### src/rtl/rxbuf_pkg.sv
package rxbuf_pkg;
   localparam logic ADDR_DATA = 1'b0;
   localparam logic ADDR_STAT = 1'b1;

   typedef struct packed {
      logic rd_data;
      logic rd_stat;
      logic wr_stat;
   } bus_ops_t;
endpackage

### src/rtl/rxbuf_flag.sv
module rxbuf_flag (
   input  logic clk,
   input  logic rst_n,
   input  logic set_i,
   input  logic clr_i,
   input  logic stat_rd_i,
   input  logic stat_wr_i,
   input  logic wbit_i,
   output logic q_o
);
   logic armed_q;
   logic wr_clr;

   assign wr_clr = stat_wr_i & armed_q & ~wbit_i;

   always_ff @(posedge clk or negedge rst_n) begin
      if (!rst_n) begin
         q_o <= 1'b0;
      end else if (set_i) begin
         q_o <= 1'b1;
      end else if (clr_i || wr_clr) begin
         q_o <= 1'b0;
      end
   end

   always_ff @(posedge clk or negedge rst_n) begin
      if (!rst_n) begin
         armed_q <= 1'b0;
      end else if (set_i || stat_wr_i) begin
         armed_q <= 1'b0;
      end else if (stat_rd_i && q_o) begin
         armed_q <= 1'b1;
      end
   end

   // an unarmed flag ignores status writes
   a_r6_unarmed_hold: assert property (@(posedge clk) disable iff (!rst_n)
      (q_o && !armed_q && !clr_i) |=> q_o);
   // a set event always leaves the flag at 1
   a_r10_set_wins: assert property (@(posedge clk) disable iff (!rst_n)
      set_i |=> q_o);
endmodule

### src/rtl/rxbuf_data_reg.sv
module rxbuf_data_reg #(
   parameter int DATA_W = 8
) (
   input  logic              clk,
   input  logic              rst_n,
   input  logic              load_i,
   input  logic [DATA_W-1:0] din_i,
   output logic [DATA_W-1:0] dout_o
);
   always_ff @(posedge clk or negedge rst_n) begin
      if (!rst_n) begin
         dout_o <= '0;
      end else if (load_i) begin
         dout_o <= din_i;
      end
   end
endmodule

### src/rtl/rxbuf_halt.sv
module rxbuf_halt #(
   parameter bit TX_HALT_IN_SYNC = 1'b1
) (
   input  logic ovr_i,
   input  logic sync_mode_i,
   output logic halt_rx_o,
   output logic halt_tx_o
);
   assign halt_rx_o = ovr_i;
   generate
      if (TX_HALT_IN_SYNC) begin : g_tx_halt
         assign halt_tx_o = ovr_i & sync_mode_i;
      end else begin : g_no_tx_halt
         assign halt_tx_o = 1'b0;
      end
   endgenerate
endmodule

### src/rtl/serial_rx_status.sv
module serial_rx_status #(
   parameter int DATA_W          = 8,
   parameter int BUS_W           = 8,
   parameter int FULL_POS        = 6,
   parameter int OVR_POS         = 5,
   parameter bit TX_HALT_IN_SYNC = 1'b1
) (
   input  logic              clk,
   input  logic              rst_n,
   input  logic              done_stb,
   input  logic [DATA_W-1:0] done_data,
   input  logic              done_err,
   input  logic              rx_en,
   input  logic              sync_mode,
   input  logic              bus_rd,
   input  logic              bus_wr,
   input  logic              bus_addr,
   input  logic [BUS_W-1:0]  bus_wdata,
   output logic [BUS_W-1:0]  bus_rdata,
   output logic              halt_rx,
   output logic              halt_tx
);
   import rxbuf_pkg::*;

   localparam int PAD_W = BUS_W - DATA_W;

   generate
      if (DATA_W < 1 || DATA_W > BUS_W) begin : g_bad_width
         $error("DATA_W must be between 1 and BUS_W");
      end
      if (FULL_POS == OVR_POS || FULL_POS >= BUS_W || OVR_POS >= BUS_W) begin : g_bad_pos
         $error("flag positions must differ and fit in BUS_W");
      end
   endgenerate

   bus_ops_t          ops;
   logic              full_q, ovr_q;
   logic              accept, good, load, ovr_set;
   logic [DATA_W-1:0] data_q;
   logic [BUS_W-1:0]  stat_vec, data_vec;

   assign ops.rd_data = bus_rd & (bus_addr == ADDR_DATA);
   assign ops.rd_stat = bus_rd & (bus_addr == ADDR_STAT);
   assign ops.wr_stat = bus_wr & (bus_addr == ADDR_STAT);

   assign accept  = done_stb & rx_en & ~halt_rx;
   assign good    = accept & ~done_err;
   assign load    = good & ~full_q;
   assign ovr_set = accept & full_q;

   rxbuf_data_reg #(.DATA_W(DATA_W)) i_data (
      .clk(clk), .rst_n(rst_n), .load_i(load), .din_i(done_data), .dout_o(data_q)
   );

   rxbuf_flag i_full (
      .clk(clk), .rst_n(rst_n), .set_i(load), .clr_i(ops.rd_data),
      .stat_rd_i(ops.rd_stat), .stat_wr_i(ops.wr_stat),
      .wbit_i(bus_wdata[FULL_POS]), .q_o(full_q)
   );

   rxbuf_flag i_ovr (
      .clk(clk), .rst_n(rst_n), .set_i(ovr_set), .clr_i(1'b0),
      .stat_rd_i(ops.rd_stat), .stat_wr_i(ops.wr_stat),
      .wbit_i(bus_wdata[OVR_POS]), .q_o(ovr_q)
   );

   rxbuf_halt #(.TX_HALT_IN_SYNC(TX_HALT_IN_SYNC)) i_halt (
      .ovr_i(ovr_q), .sync_mode_i(sync_mode), .halt_rx_o(halt_rx), .halt_tx_o(halt_tx)
   );

   generate
      for (genvar b = 0; b < BUS_W; b++) begin : g_stat
         if (b == FULL_POS) begin : g_full
            assign stat_vec[b] = full_q;
         end else if (b == OVR_POS) begin : g_ovr
            assign stat_vec[b] = ovr_q;
         end else begin : g_zero
            assign stat_vec[b] = 1'b0;
         end
      end
      if (PAD_W > 0) begin : g_pad
         assign data_vec = {{PAD_W{1'b0}}, data_q};
      end else begin : g_nopad
         assign data_vec = data_q;
      end
   endgenerate

   assign bus_rdata = (bus_addr == ADDR_STAT) ? stat_vec : data_vec;

   // a good frame into an empty buffer is captured
   a_r2_load: assert property (@(posedge clk) disable iff (!rst_n)
      (done_stb && rx_en && !halt_rx && !done_err && !full_q)
      |=> (full_q && data_q == $past(done_data)));
   // an errored frame leaves data untouched
   a_r4_err_keeps_data: assert property (@(posedge clk) disable iff (!rst_n)
      (done_stb && done_err) |=> $stable(data_q));
   // a frame landing on a full buffer raises overrun and keeps the byte
   a_r5_overrun: assert property (@(posedge clk) disable iff (!rst_n)
      (done_stb && rx_en && !halt_rx && full_q) |=> (ovr_q && $stable(data_q)));
   // reading data never clears overrun
   a_r7_ovr_sticky: assert property (@(posedge clk) disable iff (!rst_n)
      (ovr_q && !(bus_wr && bus_addr)) |=> ovr_q);
   // a strobe while halted changes nothing stored
   a_r9_halt_ignores: assert property (@(posedge clk) disable iff (!rst_n)
      (halt_rx && done_stb) |=> $stable(data_q));
endmodule

### config.mk
export PLATFORM = sky130hd
export DESIGN_NAME = serial_rx_status
export DESIGN_NICKNAME = d
export VERILOG_FILES = /design/src/rtl/rxbuf_pkg.sv /design/src/rtl/rxbuf_flag.sv /design/src/rtl/rxbuf_data_reg.sv /design/src/rtl/rxbuf_halt.sv /design/src/rtl/serial_rx_status.sv
export SDC_FILE = /design/constraint.sdc
export NUM_CORES = 1
export LEC_CHECK = 0
export BUFFER_PORTS_ARGS = -buffer_cell sky130_fd_sc_hd__clkbuf_2
export CAP_MARGIN = 20
export CORE_UTILIZATION = 44
export DETAILED_ROUTE_END_ITERATION = 12
export PLACE_DENSITY = 0.82
export SLEW_MARGIN = 20
export SYNTH_ARGS = -nofsm -noshare
export SYNTH_HDL_FRONTEND = slang
export SYNTH_SLANG_ARGS = --single-unit
export TNS_END_PERCENT = 5
### constraint.sdc
create_clock -name clk -period 3 [get_ports clk]
set_clock_uncertainty 0.2 [all_clocks]
set_input_delay 0.6 -clock clk [delete_from_list [all_inputs] [get_ports clk]]
set_output_delay 0.6 -clock clk [all_outputs]
set_load 0.01 [all_outputs]
* Word level (Yosys, flattened, before mapping)
Index checks and enable logic that the tools add are counted.
** Operators by class
- Multiplexer cells :: 9
- Reductions and logical operators :: 9
- Bitwise operators :: 19
** Operators by type and width (count)
- $and A1 B1 Y1 :: 13
- $mux W1 :: 8
- $mux W8 :: 1
- $reduce_bool A2 Y1 :: 4
- $not A1 Y1 :: 6
- $logic_or A1 B1 Y1 :: 3
- $logic_and A1 B1 Y1 :: 2
** Word-level totals
- Flip-flop bits (word level) :: 12
- Output and inout port bits :: 10
- Word-level logic and storage cells :: 42
- Input bits :: 25

* Depth between registers and ports, before layout
- Word-level depth :: 6
- Gate-level depth with buffers :: 4
- Gate-level depth less buffers :: 3

* Hierarchy
From an unflattened synthesis, not the netlist that was laid out.
** Unflattened totals
- Cells, all modules :: 49
- Area total of the unflattened synthesis :: 620.6 sq um
** By module, submodules not included
- rxbuf_data_reg :: area each 331.6 sq um, cells an instance 17, times used 1
- rxbuf_flag :: area each 80.1 sq um, cells an instance 7, times used 2
- serial_rx_status :: area each 115.1 sq um, cells an instance 16, times used 1
- rxbuf_halt :: area each 13.8 sq um, cells an instance 2, times used 1

* Least setup slack after synthesis
Ideal clock, no wire load.
- Path type :: input-to-output
- From :: input bus_addr
- To :: output bus_rdata[0]
- Arrival time :: 981 ps
- Path buffers :: 1
- Cell stages on the path :: 2
- Setup slack :: 1219 ps
- Data required time :: 2200 ps
- Path through :: clkbuf_1 > nor2b_1
** On the way
- Cells in the longest elaborated chain, start to end :: 1
** Ends and longest elaborated chain
- start: declaration :: line serial_rx_status.sv:17 : input logic bus_addr,
- $mux W8 :: line serial_rx_status.sv:88 : assign bus_rdata = (bus_addr == ADDR_STAT) ? stat_vec : data_vec;
- end: declaration :: line serial_rx_status.sv:19 : output logic [BUS_W-1:0] bus_rdata,
Every way passes these cells.

* Worst setup path in the final report
- From :: input bus_addr
- To :: output bus_rdata[5]
The elaborated chain is that of the path after synthesis.

==> metrics <==
outcome=complete, but fails checks; failing checks=negative hold slack; PwrDens=808.7 nW/um^2; share of cells above drive strength 1=58.67%; number of fill cells=102; DRT Wirelength=1.100 mm; syn avg cell area=between 10 and 15 um^2; Synth Warn #=0; Layout Nets=102; IO buf count=28; CP required=roughly 2.2 ns; vias per cell=between 5 and 6; Synth area leader=dfrtp_1; RSZ-0062 raised after global routing=false; Site Rows=12; minimum clock period=2.170 ns; worst vdd ir=461.8 uV; latest clock arrival within the worst-skew pair=0.27 ns; clock buffer count from CTS=3; initial antenna violation count=0; drt initial violations=5; Final GP Congestion=between 0.6 and 0.7; worst hold path type=input pin to async pin; Synth Cell Area=596.8 um^2; core footprint=1186 um^2; CTS tree=yes; hold_buf cts=0; Synth Register Bits=12; final setup vio count=0; WL/cell=12.36 um; commonest non-fill, non-tap cell in the layout=clkbuf_2; antenna cell count=0; global-route wire length before repair=1.835 mm; post-synth top area share=50.31%; Area growth, synth to finish=27.67%; Slew Limit Fails=0; Die X=38.83 um; DIE HEIGHT=38.83 um; Initial Util=slightly above 50%; Critical Path End Type=output port; Fin. Hold Viols=6; ANT nets after route=0; max_cap viols=0; Yosys cell types=17; Mapped Nets=71; Tightest Pin Transition=between 0.5 and 0.6 ns; critical path class=input pin to output port; CP arrival=1.37 ns; pin count of the biggest net entering global routing=16; router iterations before antenna repair=2; die area=1508 um^2; CP Launch Type=input pin; Synth area leaders=dfrtp_1, mux2_4, nor2b_1; clk slew on worst S/H paths=about 0.070 ns; remaining global-route overflow=0; fmax=460.9 MHz; DR vias=461; CTS root buffer=clkbuf_4; Max-Slew Margin vs Limit=65.14%; setup_tns=0 ns; post-CTS sizing=0; crit-path max FO=15; H-tree depth=1; worst hold margin=-0.001741 ns; Post CTS Setup Buffer Count=0; Gate Count Post-Synth=46; sequential area share after synthesis=between 50 and 60%; vias in the first global route=427; Total GRT Usage=19.27%; Clock Tree Buf Depth=2; Clock Sink Count=12; most frequent cells in the layout=clkbuf_2, dfrtp_1, mux2_4; I/O Pins=35; Tcrit/Tclk final=72.32%; Pleak=0.4134 nW; residual DRC count=0
==> logic make-up (layout without fill, tap and decap cells) <==
family / Yosys count / after routing / synth area share, %
and+or+nand+nor: 13 / 13 / 14.68
muxes: 10 / 10 / 23.90
buffers and inverters: 4 / 33 / 3.773
AOI/OAI and AO/OA: 7 / 7 / 7.337
DFF: 12 / 12 / 50.31
==> final timing paths <==
check	from	end	slack, ns	cells after the start
max reg2reg	i_ovr.q_o$_DFFE_PN0P_	i_data.dout_o[4]$_DFFE_PN0P_	1.15	3
max	bus_addr	bus_rdata[5]	0.83	3
min	rst_n	i_data.dout_o[0]$_DFFE_PN0P_	-0.002	1
min reg2reg	i_data.dout_o[3]$_DFFE_PN0P_	i_data.dout_o[3]$_DFFE_PN0P_	0.31	1
max in group asynchronous	rst_n	i_data.dout_o[5]$_DFFE_PN0P_	2.37	1
min in group clk	i_data.dout_o[3]$_DFFE_PN0P_	i_data.dout_o[3]$_DFFE_PN0P_	0.31	1
==> layout make-up <==
type / instances / area [um^2] / share of cell area (%)
multi-input combinational: 30 / 274.0 / 35.96
sequential: 12 / 300.3 / 39.41
clock buffer: 3 / 22.52 / 2.956
timing repair buffer: 28 / 140.1 / 18.39
inverter: 2 / 7.507 / 0.9852
tap: 14 / 17.52 / 2.299
==> cell usage after synthesis <==
| cell type | n |
|---|---|
| a211oi_1 | 1 |
| a21o_2 | 1 |
| a21oi_1 | 1 |
| a31oi_1 | 2 |
| and2_2 | 2 |
| buf_6 | 1 |
| clkbuf_1 | 1 |
| dfrtp_1 | 12 |
| inv_1 | 2 |
| mux2_2 | 2 |
| mux2_4 | 8 |
| nand3b_1 | 1 |
| nand4b_1 | 2 |
| nor2_1 | 1 |
| nor2b_1 | 6 |
| o21ai_0 | 2 |
| or3_1 | 1 |
==> flip-flops by register name, summed over array words and instances (netlist names) <==
name	cells
i_ovr.armed_q	1
i_full.q_o	1
i_data.dout_o	8
i_full.armed_q	1
i_ovr.q_o	1
==> worst max-delay path: stages <==
cell and delay [ns]:
clkbuf_2 0.26, mux2_2 0.38, clkbuf_2 0.13
==> layer usage <==
metal / share of wire, % / wire length (um) / track usage, % / vias to the layer above
li1: - / - / - / 223
met1: 46 / 504 / 23.62 / 215
met2: 47 / 516 / 27.92 / 21
met3: 6.0 / 66 / 5.202 / 2
met4: 1.1 / 12 / 15.52 / 0
met5: 0 / 0 / 0 / -
==> per-stage QoR <==
step / cell area (um^2) / power, W / cells / worst slack (ns) / utilization [%]
2_1_floorplan: 596.8 / 0.0004432 / 46 / 1.219 / -
3_3_place_gp: 739.5 / 0.0005141 / 86 / 0.8389 / 62.34
3_5_place_dp: 739.5 / 0.0005256 / 86 / 0.8219 / 62.34
4_1_cts: 762.0 / 0.0006280 / 89 / 0.8224 / 64.24
5_1_grt: 762.0 / 0.0006647 / 89 / 0.7912 / 64.24
6_report: 762.0 / 0.0006162 / 89 / 0.8303 / 64.24
==> report_power, final <==
group	internal (W)	switching (W)	leakage [nW]
sequential	0.000233	0.0000431	0.148
combinational	0.000155	0.0000878	0.252
clock	0.0000464	0.0000502	0.0138
(Power assumes the default switching activity.)
